[src/rtl/hbdma_pkg.sv]
package hbdma_pkg;

    typedef enum logic [0:0] {
        ST_IDLE = 1'b0,
        ST_MOVE = 1'b1
    } hbdma_state_t;

endpackage

[src/rtl/hbdma_addr_ctr.sv]
module hbdma_addr_ctr #(
    parameter int ADDR_W = 16
) (
    input  logic              clk,
    input  logic              rst,
    input  logic              load,
    input  logic [ADDR_W-1:0] load_val,
    input  logic              step,
    output logic [ADDR_W-1:0] q
);

    always_ff @(posedge clk) begin
        if (rst) begin
            q <= '0;
        end else if (load) begin
            q <= load_val;
        end else if (step) begin
            q <= q + ADDR_W'(1);
        end
    end

endmodule

[src/rtl/hbdma_stall_timer.sv]
module hbdma_stall_timer #(
    parameter int BASE_COST = 8
) (
    input  logic clk,
    input  logic rst,
    input  logic start,
    input  logic dbl,
    output logic stall
);

    localparam int COST_W = $clog2(2 * BASE_COST + 1);

    logic [COST_W-1:0] left_q;

    always_ff @(posedge clk) begin
        if (rst) begin
            left_q <= '0;
        end else if (start) begin
            left_q <= dbl ? COST_W'(2 * BASE_COST) : COST_W'(BASE_COST);
        end else if (left_q != '0) begin
            left_q <= left_q - COST_W'(1);
        end
    end

    assign stall = (left_q != '0);

endmodule

[src/rtl/hblank_chunk_dma.sv]
module hblank_chunk_dma
    import hbdma_pkg::*;
#(
    parameter int ADDR_W    = 16,
    parameter int LEN_W     = 16,
    parameter int LINE_W    = 8,
    parameter int DATA_W    = 8,
    parameter int CHUNK     = 16,
    parameter int VISIBLE   = 144,
    parameter int BASE_COST = 8
) (
    input  logic              clk,
    input  logic              rst,
    input  logic              cfg_load,
    input  logic [ADDR_W-1:0] cfg_src,
    input  logic [ADDR_W-1:0] cfg_dst,
    input  logic [LEN_W-1:0]  cfg_len,
    input  logic              cfg_hbl_mode,
    input  logic              hblank,
    input  logic [LINE_W-1:0] line,
    input  logic              speed_dbl,
    output logic [ADDR_W-1:0] rd_addr,
    output logic              rd_en,
    input  logic [DATA_W-1:0] rd_data,
    output logic              wr_en,
    output logic [ADDR_W-1:0] wr_addr,
    output logic [DATA_W-1:0] wr_data,
    output logic              busy,
    output logic              stall,
    output logic [LEN_W-1:0]  remaining
);

    localparam int CNT_W = $clog2(CHUNK);

    hbdma_state_t     state_q, state_d;
    logic [CNT_W-1:0] cnt_q;
    logic [LEN_W-1:0] rem_q;
    logic             mode_q;
    logic             in_move, load_ok, accept, last_byte;

    assign in_move   = (state_q == ST_MOVE);
    assign load_ok   = (state_q == ST_IDLE) && cfg_load;
    assign accept    = (state_q == ST_IDLE) && !cfg_load && hblank && mode_q
                       && (rem_q != '0) && (line < LINE_W'(VISIBLE));
    assign last_byte = in_move && (cnt_q == CNT_W'(CHUNK - 1));

    // state register
    always_ff @(posedge clk) begin
        if (rst) begin
            state_q <= ST_IDLE;
        end else begin
            state_q <= state_d;
        end
    end

    // next state: chunk start / chunk done
    always_comb begin
        state_d = state_q;
        unique case (state_q)
            ST_IDLE: if (accept)    state_d = ST_MOVE;
            ST_MOVE: if (last_byte) state_d = ST_IDLE;
            default:                state_d = ST_IDLE;
        endcase
    end

    // outputs
    always_comb begin
        busy    = 1'b0;
        wr_en   = 1'b0;
        rd_en   = 1'b0;
        unique case (state_q)
            ST_IDLE: ;
            ST_MOVE: begin
                busy  = 1'b1;
                wr_en = 1'b1;
                rd_en = 1'b1;
            end
            default: ;
        endcase
    end

    assign wr_data   = rd_data;
    assign remaining = rem_q;

    // byte index inside the chunk
    always_ff @(posedge clk) begin
        if (rst) begin
            cnt_q <= '0;
        end else if (accept) begin
            cnt_q <= '0;
        end else if (in_move) begin
            cnt_q <= cnt_q + CNT_W'(1);
        end
    end

    // length and mode
    always_ff @(posedge clk) begin
        if (rst) begin
            rem_q  <= '0;
            mode_q <= 1'b0;
        end else if (load_ok) begin
            rem_q  <= cfg_len;
            mode_q <= cfg_hbl_mode;
        end else if (last_byte) begin
            rem_q  <= (rem_q >= LEN_W'(CHUNK)) ? rem_q - LEN_W'(CHUNK) : '0;
        end
    end

    hbdma_addr_ctr #(.ADDR_W(ADDR_W)) u_src_ctr (
        .clk      (clk),
        .rst      (rst),
        .load     (load_ok),
        .load_val (cfg_src),
        .step     (in_move),
        .q        (rd_addr)
    );

    hbdma_addr_ctr #(.ADDR_W(ADDR_W)) u_dst_ctr (
        .clk      (clk),
        .rst      (rst),
        .load     (load_ok),
        .load_val (cfg_dst),
        .step     (in_move),
        .q        (wr_addr)
    );

    hbdma_stall_timer #(.BASE_COST(BASE_COST)) u_stall (
        .clk   (clk),
        .rst   (rst),
        .start (accept),
        .dbl   (speed_dbl),
        .stall (stall)
    );

endmodule

[config.mk]
export PLATFORM = sky130hd
export DESIGN_NAME = hblank_chunk_dma
export DESIGN_NICKNAME = d
export VERILOG_FILES = /design/src/rtl/hbdma_pkg.sv /design/src/rtl/hbdma_addr_ctr.sv /design/src/rtl/hbdma_stall_timer.sv /design/src/rtl/hblank_chunk_dma.sv
export SDC_FILE = /design/constraint.sdc
export NUM_CORES = 1
export LEC_CHECK = 0
export BUFFER_PORTS_ARGS = -buffer_cell sky130_fd_sc_hd__buf_2
export CORE_ASPECT_RATIO = 0.6
export CORE_MARGIN = 2
export CORE_UTILIZATION = 45
export DETAILED_ROUTE_END_ITERATION = 8
export GPL_ROUTABILITY_DRIVEN = 0
export HOLD_SLACK_MARGIN = 0.03
export PLACE_DENSITY = 0.74
export SYNTH_ARGS = -nofsm -noshare
export SYNTH_HDL_FRONTEND = slang
export SYNTH_HIERARCHICAL = 1
export SYNTH_SLANG_ARGS = --single-unit
[constraint.sdc]
create_clock -name clk -period 2.95 [get_ports clk]
set_clock_uncertainty 0.2 [all_clocks]
set_input_delay 0.59 -clock clk [delete_from_list [all_inputs] [get_ports clk]]
set_output_delay 0.59 -clock clk [all_outputs]
set_load 0.01 [all_outputs]
# After elaboration in Yosys (flattened, before gate mapping)
# Index checks and enable logic that the tools add are counted.
totals:
  output_inout_bits: 60
  ram_bits: 0
  latch_bits: 0
  register_bits: 59
  memories: 0
  in_bits: 70
  rom_bits: 0
classes:
  eq_ne: 1
  n_lt_le_gt_ge: 2
  multipliers: 0
  bitwise_logic: 1
  muxes: 14
  reduce_logical: 14
  addsub: 5
  div_mod_pow: 0
  n_shift: 0
ops:
  columns: ["cell", "n"]
  rows:
  - ["$mux 16", 7]
  - ["$add 16x1->16 const B", 2]
  - ["$ge 16x5->1 const B", 1]
  - ["$reduce_bool 16->1", 1]
  - ["$sub 16x5->16 const B", 1]
  - ["$mux 5", 3]
  - ["$lt 8x8->1 const B", 1]
  - ["$logic_and 1x1->1", 7]
  - ["$reduce_bool 2->1", 3]
  - ["$reduce_bool 5->1", 1]
  - ["$sub 5x1->5 const B", 1]
  - ["$add 4x1->4 const B", 1]
  - ["$eq 4x4->1 const B", 1]
  - ["$mux 1", 3]
  - ["$pmux 1 s2", 1]
  - ["$reduce_or 2->1", 1]
  - ["$logic_not 1->1", 1]
  - ["$not 1->1", 1]

# Logic depth before layout (Yosys ltp)
logic_depth:
  ltp_word: 8
  mapped_depth: 9

# Modules after synthesis
# The synthesis kept the hierarchy.
by_module_without_submodules:
  columns: ["module", "n_inst", "cells_each", "area_per_inst_um2"]
  rows:
  - ["hbdma_addr_ctr", 2, 112, 984.7]
  - ["hblank_chunk_dma", 1, 151, 1243.7]
  - ["hbdma_stall_timer", 1, 27, 241.5]

# Worst setup path after synthesis
# Ideal clock, no wire load.
synth_path:
  kind: "reg2reg"
  from: "reg state_q, in the netlist in_move"
  to: "reg u_dst_ctr.q[10]"
  slack_ns: 0.506
  period_less_slack_ns: 2.444
  arrival_ns: 2.186
  setup_ns: 0.058
  path_stages_with_launch: 9
  required_time_ns: 2.692
  path_buffers: 5
  path_cell_list: "dfxtp_1 -> buf_2 -> nand2b_1 -> inv_1 -> buf_2 -> buf_1 -> clkbuf_1 -> clkbuf_1 -> o21a_1"
synth_via:
  elab_chain_len: 3
  elab_cells_between_ends: 4
  cone_classes: "mux (1); bitwise (1); reduce/logical (2)"
synth_lines:
  columns: ["item", "line", "source"]
  rows:
  - ["start: declaration", "hblank_chunk_dma.sv:35", "hbdma_state_t state_q, state_d;"]
  - ["start signal: assignment", "hblank_chunk_dma.sv:52", "state_q <= state_d;"]
  - ["$not 1->1 *", null, null]
  - ["$logic_and 1x1->1 *", "hblank_chunk_dma.sv:42", "assign load_ok = (state_q == ST_IDLE) && cfg_load;"]
  - ["net load_ok", "hblank_chunk_dma.sv:39", "logic in_move, load_ok, accept, last_byte;"]
  - ["$mux 16 / $reduce_bool 2->1 (equally long branches)", null, null]
  - ["end signal: assignment", "hbdma_addr_ctr.sv:16", "q <= load_val;"]
  - ["end signal: assignment", "hbdma_addr_ctr.sv:18", "q <= q + ADDR_W'(1);"]
  - ["end: declaration", "hbdma_addr_ctr.sv:9", "output logic [ADDR_W-1:0] q"]
# Mark *: on every way through the listed nets, which the timed path passes. The rest lies on a longest branch.
# A chain may end at the register's enable or synchronous reset.

# Final worst setup path
layout_path:
  from: "reg rem_q[4], in the netlist remaining[4]"
  to: "reg rem_q[2], in the netlist remaining[2]"
layout_via:
  elab_chain_len: 4
layout_lines:
  columns: ["item", "line", "source"]
  rows:
  - ["start: declaration", "hblank_chunk_dma.sv:37", "logic [LEN_W-1:0] rem_q;"]
  - ["start signal: assignment", "hblank_chunk_dma.sv:102", "rem_q <= cfg_len;"]
  - ["start signal: assignment", "hblank_chunk_dma.sv:105", "rem_q <= (rem_q >= LEN_W'(CHUNK)) ? rem_q - LEN_W'(CHUNK) : '0;"]
  - ["$ge 16x5->1", "hblank_chunk_dma.sv:105", null]
  - ["$mux 16", "hblank_chunk_dma.sv:105", null]
  - ["$mux 16", "hblank_chunk_dma.sv:104", "end else if (last_byte) begin"]
  - ["$mux 16", "hblank_chunk_dma.sv:101", "end else if (load_ok) begin"]
# No other way between the ends. The select of a mux whose other input is x is not followed.

==> out/metrics.csv <==
stage;metric;value;unit
run_status;outcome;completed;
cells_and_area;Area growth, synth to finish;24.3;%
global_route;first-pass GRT wire length;13900;um
clock_tree;total CTS buffers;9;
cells_and_area;antenna cells;0;
global_route;met2 Use GR;30.4;%
sta;Slew HR;53.7;%
placed_design;Detail Placement HPWL;6260;um
synthesis;YS warnings;6;
setup_path;Worst EP arrival;2.52;ns
cells_and_area;nets;574;
sta;Tightest Pin Transition;0.691;ns
clock_tree;# resized after CTS;0;
floorplanning;Die Ht;71.9;um
clock_tree;hold buffers post-CTS;0;
setup_path;Worst EP required;2.96;ns
clock_tree;root buf cell;clkbuf_16;
floorplanning;Die Area;8420;um^2
sta;Post-Route Setup TNS;0;ns
setup_path;crit-path max FO;7;
synthesis;Distinct cells, synth;48;
clock_tree;CTS H-tree depth;3;
global_route;Remaining Overflow, GRT;0;
pwr;cell-internal power;1.75;mW
detailed_routing;Vias/cell;5.24;
detailed_routing;final wirelength;8520;um
detailed_routing;WL/cell;14.1;um
synthesis;syn_area_per_cell;8.59;um^2
pwr;peak supply drop;0.342;mV
global_route;GR peak layer;met2;
floorplanning;Die X;117;um
placed_design;post-place setup slack;0.485;ns
detailed_routing;post-route DRC violation count;0;
flow_run;MaxCap Viol Count;0;
pwr;Clock power frac;41.0;%
sta;Final Hold Fails;0;
synthesis;post-synth top area share;34.2;%
cells_and_area;most common cell after layout, fill and taps aside;buf_2;
pwr;Sw Share;28.0;%
pwr;Gate power share;19.7;%
setup_path;crit path kind;flip-flop to flip-flop;
synthesis;Cells after Synth;402;
synthesis;Mapped Nets;479;
synthesis;Synth Register Bits;59;
detailed_routing;via count;3177;
synthesis;largest cells by area after synthesis;dfxtp_1 34%, xor2_1 5.8%, a21oi_1 5.7%;
min_path;worst min-delay path category;flip-flop to flip-flop;
setup_path;CP Capture Type;flip-flop;
pwr;sequential share of power;39.3;%
sta;minimum clock period;2.51;ns
detailed_routing;post-route ant nets;0;
sta;Max Clock Freq;398;MHz
sta;unrepaired setup endpoints after global routing;no;
synthesis;mapped cell area;3450;um^2
placed_design;IO Port Bufs;109;
clock_tree;Worst-path clk slew;0.05;ns
sta;Final period util;85.1;%
clock_tree;clk buf depth;2;
global_route;vias in the first global route;2952;
clock_tree;post-CTS setup buffers;0;
detailed_routing;DR iter-0 viols;148;
sta;final setup margin;0.439;ns
detailed_routing;DRT Pass-1 Iters;4;
sta;fin. max-slew vios;0;
floorplanning;Core Area;7360;um^2
global_route;largest net degree at the start of global routing;68;
clock_tree;Worst-Skew Late Latency;0.32;ns
floorplanning;Rows;24;
clock_tree;Sink Count;59;
floorplanning;number of top-level pins;130;
cells_and_area;most frequent cells in the layout;109 x buf_2, 59 x dfxtp_1, 39 x a21oi_1, 38 x nor2_1, 33 x inv_1;
pwr;Psw;681;uW
floorplanning;Starting Density;47.0;%
global_route;M1 GR Usage;30.1;%
cells_and_area;ratio of cells with drive above 1 in the final layout;30.7;%
global_route;initial antenna violation count;0;
pwr;power per cell area;567;nW/um^2
global_route;gr usage total;21.0;%
clock_tree;CTS tree;built;
cells_and_area;# fillers;675;
synthesis;Synth area leader;dfxtp_1;
sta;Setup Viol. Count Final;0;
pwr;P_leak;2.01;nW
global_route;GRT met3 Usage;6.85;%
setup_path;CP Launch Type;flip-flop;
synthesis;Seq/Total Area, Yosys;34.2;%
[critical path: stages (launching register included)]
cell     delay, ns
dfxtp_1       0.35
inv_1         0.12
ha_1          0.20
or3b_2        0.53
nor3_1        0.42
a21oi_1       0.30
a22oi_1       0.22
nor2_1        0.06
[cell type report]
class / count / area (um^2) / share of cell area (%)
tap: 104 / 130 / 3.03
clock inverter: 1 / 5.00 / 0.117
multi-input combinational: 278 / 1960 / 45.6
timing repair buffer: 115 / 603 / 14.0
sequential: 59 / 1180 / 27.5
inverter: 34 / 128 / 2.97
clock buffer: 15 / 288 / 6.70
[cell families after synthesis]
group                      Yosys count  synth area share [%]
AOI/OAI and AO/OA                   91                  17.3
xor gates and xnor gates            36                  9.13
adders and majority gates            7                  2.54
buffers and inverters               65                  9.13
DFF                                 59                  34.2
muxes                                9                  2.61
and+or+nand+nor                    135                  25.1
[registers in the layout, summed over array words and instances (netlist names)]
| register | flops |
|---|---|
| u_dst_ctr/q | 16 |
| mode_q | 1 |
| u_stall/left_q | 5 |
| in_move | 1 |
| cnt_q | 4 |
| u_src_ctr/q | 16 |
| remaining | 16 |
[path summary, 6_finish.rpt]
check               startpoint            to  slack (ns)  depth (start not counted)
setup / recovery  remaining[4]  remaining[2]        0.44                          7
hold / removal          mode_q        mode_q        0.26                          2
setup reg to reg  remaining[4]  remaining[2]        0.44                          7
hold reg to reg         mode_q        mode_q        0.26                          2
[synth_stat cells, drive strengths merged]
cell / n
dfxtp: 59
a21oi: 39
nor2: 38
inv: 34
nand2: 27
xor2: 23
o21a: 20
buf: 18
nand4: 16
nor4: 14
clkbuf: 13
nor3: 13
xnor2: 13
mux2i: 9
nand3: 9
a22oi: 8
ha: 7
a31oi: 5
nand3b: 5
a2111oi: 3
a211oi: 3
o21ai: 3
or3: 3
a21o: 2
a221oi: 2
nand2b: 2
o211ai: 2
or4: 2
a21boi: 1
and4: 1
nor4b: 1
nor4bb: 1
o311ai: 1
o31ai: 1
o32ai: 1
or2: 1
or3b: 1
or4b: 1
[metrics by stage]
step	cell area (um^2)	utilization (%)	total power, mW	std cells	hold slack, ns
floorplan	3450	-	1.30	402	0.231
global placement	4000	54.4	1.43	590	0.254
detailed placement	4000	54.4	1.45	590	0.255
CTS	4290	58.4	2.46	606	0.263
global route	4290	58.4	2.57	606	0.291
finish	4290	58.4	2.43	606	0.264
[power by group through the flow]
stage / Sequential (mW) / Combinational, mW / Clock, mW
floorplan: 0.975 / 0.324 / 0
global placement: 0.966 / 0.462 / 0
detailed placement: 0.971 / 0.480 / 0
CTS: 0.955 / 0.482 / 1.03
global route: 0.967 / 0.544 / 1.06
finish: 0.957 / 0.481 / 0.997
[metal layers]
metal,vias to the layer above,routed length [um]
met1,1454,4040
met4,0,90
met3,12,674
met2,124,3720
li1,1587,-
met5,-,0
(Power assumes the default switching activity.)
